## src/rtl/gf_alu_pkg.sv

```systemverilog
package gf_alu_pkg;

  localparam int OP_W = 4;

  typedef enum logic [OP_W-1:0] {
    TAG_SEL = 4'd4,
    TAG_ADD = 4'd5,
    TAG_SUB = 4'd6,
    TAG_EQ  = 4'd9,
    TAG_LT  = 4'd10,
    TAG_XOR = 4'd11,
    TAG_AND = 4'd12,
    TAG_NOT = 4'd13,
    TAG_SHL = 4'd14
  } gfTag_e;

  // Strobes from the decoder to the datapath; the do* bits are one-hot or all zero.
  typedef struct packed {
    logic load;
    logic doSel;
    logic doAdd;
    logic doSub;
    logic doEq;
    logic doLt;
    logic doXor;
    logic doAnd;
    logic doNot;
    logic doShl;
  } gfCtrl_t;

endpackage

```

## src/rtl/gf_alu_ctrl.sv

```systemverilog
module gf_alu_ctrl
  import gf_alu_pkg::*;
(
  input  logic            clk,
  input  logic            rstN,
  input  logic            inValid,
  input  logic [OP_W-1:0] opcode,
  output gfCtrl_t         ctrl,
  output logic            outValid,
  output logic            illegalOp
);

  logic anyOp;

  always_comb begin
    ctrl      = '0;
    ctrl.load = inValid;
    unique case (opcode)
      TAG_SEL: ctrl.doSel = 1'b1;
      TAG_ADD: ctrl.doAdd = 1'b1;
      TAG_SUB: ctrl.doSub = 1'b1;
      TAG_EQ:  ctrl.doEq  = 1'b1;
      TAG_LT:  ctrl.doLt  = 1'b1;
      TAG_XOR: ctrl.doXor = 1'b1;
      TAG_AND: ctrl.doAnd = 1'b1;
      TAG_NOT: ctrl.doNot = 1'b1;
      TAG_SHL: ctrl.doShl = 1'b1;
      default: ;
    endcase
  end

  assign anyOp = ctrl.doSel | ctrl.doAdd | ctrl.doSub | ctrl.doEq | ctrl.doLt |
                 ctrl.doXor | ctrl.doAnd | ctrl.doNot | ctrl.doShl;

  always_ff @(posedge clk) begin
    if (!rstN) begin
      outValid  <= 1'b0;
      illegalOp <= 1'b0;
    end else begin
      outValid  <= inValid;
      illegalOp <= inValid & ~anyOp;
    end
  end

endmodule

```

## src/rtl/gf_alu_datapath.sv

```systemverilog
module gf_alu_datapath
  import gf_alu_pkg::*;
#(
  parameter int DATA_W = 64
) (
  input  logic              clk,
  input  logic              rstN,
  input  gfCtrl_t           ctrl,
  input  logic [DATA_W-1:0] opA,
  input  logic [DATA_W-1:0] opB,
  input  logic [DATA_W-1:0] opSel,
  output logic [DATA_W-1:0] result
);

  localparam int HALF = DATA_W / 2;
  localparam int SH_W = $clog2(DATA_W);
  // Modulus 2^W - 2^(W/2) + 1 and the carry fold constant 2^(W/2) - 1.
  localparam logic [DATA_W-1:0] MOD_P = {{HALF{1'b1}}, {(HALF-1){1'b0}}, 1'b1};
  localparam logic [DATA_W-1:0] FOLD  = {{HALF{1'b0}}, {HALF{1'b1}}};

  logic [DATA_W:0]   sumExt;
  logic [DATA_W-1:0] sumFold, addRes, subRes, selRes, shlRes, resNext;
  logic              isEq, isLt;

  // Addition: fold the carry, then subtract the modulus once if needed.
  assign sumExt  = {1'b0, opA} + {1'b0, opB};
  assign sumFold = sumExt[DATA_W] ? (sumExt[DATA_W-1:0] + FOLD) : sumExt[DATA_W-1:0];
  assign addRes  = (sumFold >= MOD_P) ? (sumFold - MOD_P) : sumFold;

  // Subtraction: borrow wraps through the modulus.
  assign subRes  = (opA >= opB) ? (opA - opB) : (MOD_P - opB + opA);

  assign isEq    = (opA == opB);
  assign isLt    = (opA < opB);
  assign selRes  = (opA == '0) ? opB : opSel;
  assign shlRes  = opA << opB[SH_W-1:0];

  // AND-OR result mux; an unknown tag leaves every strobe low and yields zero.
  always_comb begin
    resNext = '0;
    if (ctrl.doAdd) resNext = resNext | addRes;
    if (ctrl.doSub) resNext = resNext | subRes;
    if (ctrl.doEq)  resNext = resNext | {{(DATA_W-1){1'b0}}, ~isEq};
    if (ctrl.doLt)  resNext = resNext | {{(DATA_W-1){1'b0}}, ~isLt};
    if (ctrl.doXor) resNext = resNext | (opA ^ opB);
    if (ctrl.doAnd) resNext = resNext | (opA & opB);
    if (ctrl.doNot) resNext = resNext | ~opA;
    if (ctrl.doShl) resNext = resNext | shlRes;
    if (ctrl.doSel) resNext = resNext | selRes;
  end

  always_ff @(posedge clk) begin
    if (!rstN)          result <= '0;
    else if (ctrl.load) result <= resNext;
  end

endmodule

```

## src/rtl/gold_field_alu.sv

```systemverilog
module gold_field_alu
  import gf_alu_pkg::*;
#(
  parameter int DATA_W = 64
) (
  input  logic              clk,
  input  logic              rstN,
  input  logic              inValid,
  input  logic [OP_W-1:0]   opcode,
  input  logic [DATA_W-1:0] opA,
  input  logic [DATA_W-1:0] opB,
  input  logic [DATA_W-1:0] opSel,
  output logic [DATA_W-1:0] result,
  output logic              outValid,
  output logic              illegalOp
);

  gfCtrl_t ctrlBus;

  gf_alu_ctrl u_ctrl (
    .clk       (clk),
    .rstN      (rstN),
    .inValid   (inValid),
    .opcode    (opcode),
    .ctrl      (ctrlBus),
    .outValid  (outValid),
    .illegalOp (illegalOp)
  );

  gf_alu_datapath #(.DATA_W(DATA_W)) u_dp (
    .clk    (clk),
    .rstN   (rstN),
    .ctrl   (ctrlBus),
    .opA    (opA),
    .opB    (opB),
    .opSel  (opSel),
    .result (result)
  );

endmodule

```

## config.mk

```make
export PLATFORM = sky130hd
export DESIGN_NAME = gold_field_alu
export DESIGN_NICKNAME = d
export VERILOG_FILES = /design/src/rtl/gf_alu_pkg.sv /design/src/rtl/gf_alu_ctrl.sv /design/src/rtl/gf_alu_datapath.sv /design/src/rtl/gold_field_alu.sv
export SDC_FILE = /design/constraint.sdc
export NUM_CORES = 1
export LEC_CHECK = 0
export ABC_CLOCK_PERIOD_IN_PS = 7550
export BUFFER_PORTS_ARGS = -buffer_cell sky130_fd_sc_hd__buf_2
export CORE_UTILIZATION = 41
export DETAILED_ROUTE_END_ITERATION = 6
export SKIP_CTS_REPAIR_TIMING = 1
export SLEW_MARGIN = 40
export SYNTH_ARGS = -nofsm -noshare
export SYNTH_HDL_FRONTEND = slang
export SYNTH_HIERARCHICAL = 1
export SYNTH_SLANG_ARGS = --single-unit
```

## constraint.sdc

```tcl
create_clock -name clk -period 7.55 [get_ports clk]
set_clock_uncertainty 0.15 [all_clocks]
set_input_delay 0.755 -clock clk [delete_from_list [all_inputs] [get_ports clk]]
set_output_delay 0.755 -clock clk [all_outputs]
set_load 0.05 [all_outputs]
```

Yosys cells after proc, flatten, opt, wreduce, memory -nomap -nowiden
Cells that the tools add are included.

Word-level logic and storage cells: 69. Output and inout port bits: 66. Memories kept: 0. Latch bits: 0. Flip-flop bits (word level): 66. Memory bits (writable): 0. Input port bits: 199. Memory bits (read-only): 0.

Multipliers: 0. Multiplexer cells: 22. Divide/modulo/power cells: 0. Reductions and logical operators: 1. Add/subtract/negate cells: 6. Shift-type cells: 1. Bitwise operators: 23. Magnitude comparators: 3. Equality and inequality tests: 10.

Operators by type and width (number): $mux W64 (13); $or A64 B64 Y64 (6); $or A64 B1 Y64 (2); $add A64 B64 Y65 (1); $add A64 B32 Y64 const B (1); $add A64 B64 Y64 (1); $and A64 B64 Y64 (1); $eq A64 B64 Y1 (1); $ge A64 B64 Y1 (1); $ge A64 B64 Y1 const B (1); $logic_not A64 Y1 (1); $lt A64 B64 Y1 (1); $not A64 Y64 (1); $shl A64 B6 Y64 (1); $sub A64 B64 Y64 (1); $sub A64 B64 Y64 const A (1); $sub A64 B64 Y64 const B (1); $xor A64 B64 Y64 (1); $eq A4 B4 Y1 const B (6); $eq A4 B3 Y1 const B (3); $mux W1 (9); $or A1 B1 Y1 (8); $not A1 Y1 (3); $and A1 B1 Y1 (1).

Longest topological paths before layout
Gate-level depths: netlist of the first run.

Word-level depth: 22. Gate-level depth with buffers: 30. Depth with buffers taken out: 23.

Hierarchy
Netlist of the first run, hierarchy kept.

By module, submodules not included: gf_alu_datapath (cells each 3760, area each 25809.8 µm², seq. area each 1281.2 µm², instances 1); gf_alu_ctrl (cells each 22, area each 146.4 µm², seq. area each 40.0 µm², instances 1).

Worst setup path after synthesis of the first run
OpenSTA, ideal clock, no wires.

Kind: input-to-reg. Start point: input opB[4]. End point: register u_dp.result[11]. Required time: 7.280 ns. Setup slack: 0.186 ns. Arrival time: 7.093 ns. Cell stages on the path: 29. Buffers on the path: 8. Library setup time: 0.120 ns. Path through: clkbuf_1 inv_1 clkbuf_1 buf_1 ha_1 inv_2 o221ai_2 a2111oi_2 nor3_2 a21oi_1 o211ai_2 o211ai_1 clkbuf_1 buf_1 clkbuf_1 nand2_1 nand2_1 ha_1 nand4_1 a2111oi_2 nand4_1 nor4b_1 nand4b_1 or3_1 buf_2 buf_6 nor4_1 o21ai_0 a21oi_1.

Word-level cells in the longest chain between the ends: 22. Elaborated cells between the ends (all ways): 29. Classes of those cells: add/sub (6); order compare (2); shift (1); mux (12); bitwise (8).

Ends and longest elaborated chain: start, declared (RTL line gold_field_alu.sv:11) `input logic [DATA_W-1:0] opB,`; $add A64 B64 Y65 (RTL line gf_alu_datapath.sv:26) `assign sumExt = {1'b0, opA} + {1'b0, opB};`; $add A64 B32 Y64 (RTL line gf_alu_datapath.sv:27) `assign sumFold = sumExt[DATA_W] ? (sumExt[DATA_W-1:0] + FOLD) : sumExt[DATA_W-1:0];`; $mux W64 (RTL line gf_alu_datapath.sv:27); $sub A64 B64 Y64 or $ge A64 B64 Y1 (tied branches) (RTL line gf_alu_datapath.sv:28) `assign addRes = (sumFold >= MOD_P) ? (sumFold - MOD_P) : sumFold;`; $mux W64 (RTL line gf_alu_datapath.sv:28); $mux W64 (RTL line gf_alu_datapath.sv:41) `if (ctrl.doAdd) resNext = resNext | addRes;`; $or A64 B64 Y64 (RTL line gf_alu_datapath.sv:42) `if (ctrl.doSub) resNext = resNext | subRes;`; $mux W64 (RTL line gf_alu_datapath.sv:42); [6 not listed]; $or A64 B64 Y64 (RTL line gf_alu_datapath.sv:46) `if (ctrl.doAnd) resNext = resNext | (opA & opB);`; $mux W64 (RTL line gf_alu_datapath.sv:46); $or A64 B64 Y64 (RTL line gf_alu_datapath.sv:47) `if (ctrl.doNot) resNext = resNext | ~opA;`; $mux W64 (RTL line gf_alu_datapath.sv:47); $or A64 B64 Y64 (RTL line gf_alu_datapath.sv:48) `if (ctrl.doShl) resNext = resNext | shlRes;`; $mux W64 (*) (RTL line gf_alu_datapath.sv:48); $or A64 B64 Y64 (RTL line gf_alu_datapath.sv:49) `if (ctrl.doSel) resNext = resNext | selRes;`; $mux W64 (*) (RTL line gf_alu_datapath.sv:49); end signal, assigned (RTL line gf_alu_datapath.sv:54) `else if (ctrl.load) result <= resNext;`; end, declared (RTL line gf_alu_datapath.sv:12) `output logic [DATA_W-1:0] result`.

Every way passes the cells marked *; elsewhere a longest branch is shown, timed or not. A chain may end at the register's enable or synchronous reset.

Worst setup path after layout of the first run
Start point: input opB[0]. End point: register u_dp.result[47].

The elaborated chain is that of the path after synthesis.

==> impl_metrics.py, run 1 <==
metrics = {
    "floorplanning": {
        "fp.dieW_um": 254,
        "core_area_um2": 62200,
        "row_count": 91,
        "ios": 265,
        "dieArea_um2": 64300,
        "initial_core_util_pct": 41.8,
        "die_h_um": 254,
    },
    "global_route": {
        "grt_start_max_net_pins": 70,
        "grt.total_usage_pct": 46.1,
        "grt_pass1_wl_mm": 216,
        "grt.overflow.total": 0,
        "grt_pass1_vias": 30800,
        "antenna_found_initial": 10,
    },
    "cts": {
        "cts_root_buf": "clkbuf_16",
        "clk_pin_slew_ps": 60,
        "cts_buffers": 9,
        "clkSinkCount": 66,
        "htree_levels": 3,
        "cts_tree": "yes",
        "cts_buffer_depth": 2,
        "clk_latency_ps": 350,
    },
    "synthesis": {
        "ys_top_cells_by_area": "ha_1 (11%), nand2_1 (6.4%), xnor2_1 (6.3%)",
        "seq_area_frac_synth_pct": 5.09,
        "ys_async_sr_fraction_pct": 0,
        "synth_area_per_cell_um2": 6.86,
        "synth_edf_count": 0,
        "syn-cell-area_um2": 26000,
        "ys_types": 109,
        "ys_ff_latch": 66,
        "yosysWarnings": 6,
        "syn_inst": 3782,
        "ys.flop_type": "dfxtp_1",
        "yosys.area.top_type": "ha_1",
        "synth_top_area_share_pct": 10.9,
        "syn-num-nets": 4240,
    },
    "power": {
        "p_total_uw": 3970,
        "irDropWorstVdd_mv": 0.107,
        "p_leak_uw": 0.0125,
        "p_per_area_nw_per_um2": 132,
    },
    "timing": {
        "timing.setup.tns_ps": 0,
        "slew_viol_final": 0,
        "setup_violations": 0,
        "tightest_slew_ps": 960,
        "rsz0062_at_grt": "false",
        "period_needed_ps": 7140,
        "whs_ps": 344,
        "finalHoldViolCount": 0,
        "relSlewSlack_pct": 34.1,
        "max_freq_mhz": 140,
        "post-route-period-util_pct": 94.6,
    },
    "drt": {
        "via_count": 33100,
        "drtIter0Drc": 4323,
        "first_pass_iters": 6,
        "ant_nets": 0,
        "viasPerCell": 6.69,
        "drt-wirelength-per-cell_um": 30.8,
        "drcViolationCount": 0,
        "routed_wl_mm": 152,
    },
    "layout": {
        "design_area_um2": 30000,
        "drive_gt1_share_pct": 18.9,
        "nNetsFinal": 4557,
        "final_common_cell": "nand2_1",
        "area_delta_synth_final_pct": 15.6,
        "layout_common_cells": "nand2_1 (441), inv_1 (297), nor2_1 (294)",
    },
    "placement": {
        "place_area_um2": 29600,
        "place.gp.congestion": 1.09,
        "io_buffer_count": 264,
        "place_hpwl_mm": 124,
    },
    "outcome": {
        "status": "finished, final reports clean",
    },
    "critical_path": {
        "end_kind": "register",
        "startpoint_type": "input port",
        "cp_max_fo": 45,
        "r2r_cells": 4,
        "cp.required_ps": 7640,
        "arrival_ps": 7240,
        "path_class": "in2reg",
    },
    "worst_hold_path": {
        "hold_class": "reg2reg",
        "holdPathStages": 2,
    },
    "flow_run": {
        "maxCapViolations": 0,
    },
}
## final timing paths
check / endpoint / from / slack, ps
min: u_dp/result[0]$_SDFFE_PN0P_ / u_dp/result[0]$_SDFFE_PN0P_ / 340
min reg2reg: u_dp/result[0]$_SDFFE_PN0P_ / u_dp/result[0]$_SDFFE_PN0P_ / 340
max reg2reg: u_dp/result[7]$_SDFFE_PN0P_ / u_dp/result[7]$_SDFFE_PN0P_ / 6340
max: u_dp/result[47]$_SDFFE_PN0P_ / opB[0] / 410
## layer usage
metal  share of wire, %  track usage [%]  up-vias
met3                 10             9.76      622
met4                 11             40.5        6
li1                   -                -    14600
met5              0.045                0        -
met1                 37             55.3    15600
met2                 42             69.7     2269
## flip-flops by register name, summed over array words and instances, names as in the netlist
register / count
u_dp/result: 64
u_ctrl/outValid: 1
u_ctrl/illegalOp: 1
## synth_stat cells, drive strengths merged, types with 34 or more instances
master and number:
nand4 64, a21oi 287, nand2 441, dfxtp 66, nand3 97, mux4 54
mux2i 63, nor3 78, o2111ai 44, mux2 71, clkbuf 150, ha 226
o21bai 34, a221oi 63, nor4 91, a21o 44, o21ai 302, nor2 301
inv 305, xnor2 190, o211ai 43, and2 38, a31oi 56, a22oi 40
buf 66
## through the flow
stage | worst slack [ps] | utilization [%] | cells
3_5_place_dp | 274 | 47.6 | 4924
5_1_grt | 134 | 48.2 | 4941
3_3_place_gp | 174 | 47.5 | 4922
6_report | 406 | 48.2 | 4946
4_1_cts | 592 | 48.2 | 4940
2_1_floorplan | 186 | - | 3782
## cell type report
cell class / instances / area (um^2)
Clock buffer: 10 / 229
Multi-Input combinational cell: 3184 / 22700
Timing Repair Buffer: 522 / 3370
Clock inverter: 6 / 115
Tap cell: 837 / 1050
Fill cell: 6643 / 32200
Inverter: 316 / 1190
Antenna cell: 5 / 12.5
Sequential cell: 66 / 1320
## where the power goes
| part | switching, uW | internal (uW) |
|---|---|---|
| combinational | 2030 | 1040 |
| sequential | 14.3 | 374 |
| clock | 182 | 324 |
| total | 2230 | 1740 |
## critical path: stages
cell and delay (ps):
buf_4 130, buf_4 280, ha_1 310, fa_1 420
nand3b_1 220, a211oi_1 550, o21ba_2 210, o21ai_0 220
a2111oi_0 740, buf_4 240, o211ai_1 240, nand4b_1 240
a31oi_1 270, o21ai_0 250, buf_4 220, a21oi_1 120
nor2b_1 170, o21ai_4 230, buf_12 250, buf_4 250
o21ai_0 200, a221oi_1 390, buf_4 220, a21oi_1 70
## logic make-up (layout without fill, tap and decap cells)
logic type | after synthesis | count (layout) | synth area share (%)
and+or+nand+nor | 1323 | 1323 | 25.2
adders and majority gates | 259 | 259 | 13.4
other | 0 | 5 | 0
DFF | 66 | 66 | 5.09
AOI/OAI and AO/OA | 1194 | 1194 | 30.7
xor gates and xnor gates | 220 | 220 | 7.48
muxes | 188 | 188 | 10.2
buffers and inverters | 532 | 854 | 7.93
Note: power is estimated with default switching activity, not from simulation.
==> inputs of run 2 (changes only) <==
--- a/config.mk
+++ b/config.mk
@@ -6,7 +6,7 @@
 export NUM_CORES = 1
 export LEC_CHECK = 0
 export ABC_CLOCK_PERIOD_IN_PS = 7550
-export BUFFER_PORTS_ARGS = -buffer_cell sky130_fd_sc_hd__buf_2
+export BUFFER_PORTS_ARGS = -buffer_cell sky130_fd_sc_hd__clkbuf_2
 export CORE_UTILIZATION = 41
 export DETAILED_ROUTE_END_ITERATION = 6
 export SKIP_CTS_REPAIR_TIMING = 1
==> run 2 against run 1 <==
  * Sequential cell count is the same
  * Global-route usage grew 0.84 points
  * Combinational power about the same
  * Sequential share of layout area about the same
  * Register-to-register slack got worse by 40 ps
  * Maximum frequency down 1.2%
  * First-iteration DRC count up 4.8%
  * Clock power up 1%
  * Routed wire length rose by 2.2%
  * Setup slack got worse by 85 ps
  * Non-clock buffer count grew 7
  * Highest routed layer unchanged
==> impl_metrics.py, run 2 (same netlist as run 1, synthesis figures left out) <==
metrics = {
    "placement": {
        "place_hpwl_mm": 129,
        "dp_slack_ps": 220,
        "place.gp.congestion": 1.07,
        "io_buffer_count": 264,
    },
    "layout": {
        "multiInputGateArea_um2": 22700,
        "final_common_cell": "nand2_1",
        "drive_gt1_share_pct": 19.1,
        "largest_reg_flops": 64,
        "regMostFlops": "u_dp/result",
        "nNetsFinal": 4564,
        "area_delta_synth_final_pct": 15.8,
        "fill_cells": 6613,
        "regArea_um2": 1320,
        "largestRegisters": "u_dp/result: 64 flops, u_ctrl/illegalOp: 1 flops, u_ctrl/outValid: 1 flops",
        "layout_common_cells": "nand2_1 (440), inv_1 (297), nor2_1 (295)",
    },
    "outcome": {
        "status": "finished, final reports clean",
    },
    "cts": {
        "htree_levels": 3,
        "cts_root_buf": "clkbuf_16",
        "clkSinkCount": 66,
        "clk_pin_slew_ps": 60,
        "clk_latency_ps": 350,
        "cts_buffer_depth": 2,
        "cts_tree": "yes",
        "cts_buffers": 9,
    },
    "critical_path": {
        "regToRegSetupSlack_ps": 6300,
        "end_kind": "register",
        "path_class": "in2reg",
        "arrival_ps": 7330,
        "cp_max_fo": 12,
        "cp.required_ps": 7650,
        "startpoint_type": "input port",
    },
    "power": {
        "switchingPower_uw": 2250,
        "p_leak_uw": 0.0125,
        "p_sw_share_pct": 56.4,
        "p_per_area_nw_per_um2": 133,
        "power_frac_comb_pct": 77.4,
        "p_clk_share_pct": 12.8,
        "sequentialPowerShare_pct": 9.8,
        "irDropWorstVdd_mv": 0.107,
        "p_int_uw": 1740,
    },
    "global_route": {
        "grt_start_max_net_pins": 70,
        "grt_pass1_wl_mm": 219,
        "grt.total_usage_pct": 47.0,
        "grt.overflow.total": 0,
        "gr-usage-met3_pct": 7.34,
        "use_met2_pct": 73.5,
        "grt_pass1_vias": 31100,
        "met1_usage_pct": 56.3,
        "antenna_found_initial": 5,
        "busiest_layer": "met2",
    },
    "worst_hold_path": {
        "hold_class": "reg2reg",
    },
    "timing": {
        "max_freq_mhz": 138,
        "timing.setup.tns_ps": 0,
        "setup_violations": 0,
        "slew_viol_final": 0,
        "setup_slack_ps": 321,
        "rsz0062_at_grt": "false",
        "tightest_slew_ps": 989,
        "period_needed_ps": 7230,
        "finalHoldViolCount": 0,
        "post-route-period-util_pct": 95.7,
        "relSlewSlack_pct": 33.9,
    },
    "floorplanning": {
        "row_count": 91,
        "ios": 265,
        "initial_core_util_pct": 41.8,
        "core_area_um2": 62200,
        "dieArea_um2": 64300,
        "die_h_um": 254,
        "fp.dieW_um": 254,
    },
    "drt": {
        "viasPerCell": 6.70,
        "drcViolationCount": 0,
        "drtIter0Drc": 4529,
        "routed_wl_mm": 156,
        "first_pass_iters": 7,
        "ant_nets": 0,
        "drt-wirelength-per-cell_um": 31.4,
        "via_count": 33200,
    },
    "flow_run": {
        "maxCapViolations": 0,
    },
}
run 2: cell type report:
cell class                 instances  area share [%]
tap                              837            3.48
sequential                        66            4.40
clock buffer                      10           0.762
timing repair buffer             529            11.4
multi-input combinational       3184            75.6
clock inverter                     6           0.383
inverter                         316            3.95
antenna                            7          0.0583
run 2: power by group through the flow:
stage	registers (uW)	clock network, uW	logic [uW]
after floorplan	481	0	1710
after global placement	397	0	2970
after detailed placement	397	0	2960
after CTS	390	519	2970
after global routing	392	531	3210
final	390	512	3080
run 2: worst max-delay path, stage by stage:
cell	delay, ps
clkbuf_2	250
inv_1	100
ha_1	500
nor4_1	610
a21boi_0	570
o21a_1	410
a21o_1	340
a2bb2oi_1	140
a32oi_1	390
nand4_2	160
or4_1	690
or2_1	350
o311ai_2	450
nand4bb_1	330
nor3_4	290
a21oi_2	110
buf_12	160
a221oi_1	450
buf_4	190
a21oi_1	50
run 2: worst paths after layout:
path,start,end,cells after the start
setup reg to reg,u_dp/result[7]$_SDFFE_PN0P_,u_dp/result[7]$_SDFFE_PN0P_,4
hold reg to reg,u_dp/result[0]$_SDFFE_PN0P_,u_dp/result[0]$_SDFFE_PN0P_,2
hold / removal,u_dp/result[0]$_SDFFE_PN0P_,u_dp/result[0]$_SDFFE_PN0P_,2
setup / recovery,opA[34],u_dp/result[59]$_SDFFE_PN0P_,20
run 2: metal layers:
metal  share of wire, %  up-vias
li1                   -    14600
met1                 38    15900
met2                 43     2136
met3                9.0      556
met4                 10        2
met5             0.0058        -
run 2: metrics by stage:
step	power [uW]	instance area, um^2	hold slack (ps)	util (%)	cells
after floorplan	2190	26000	597	-	3782
after global placement	3370	29600	328	47.6	4929
after detailed placement	3350	29700	339	47.7	4931
after CTS	3880	30000	354	48.3	4947
after global routing	4140	30000	387	48.3	4948
final	3990	30100	346	48.4	4955
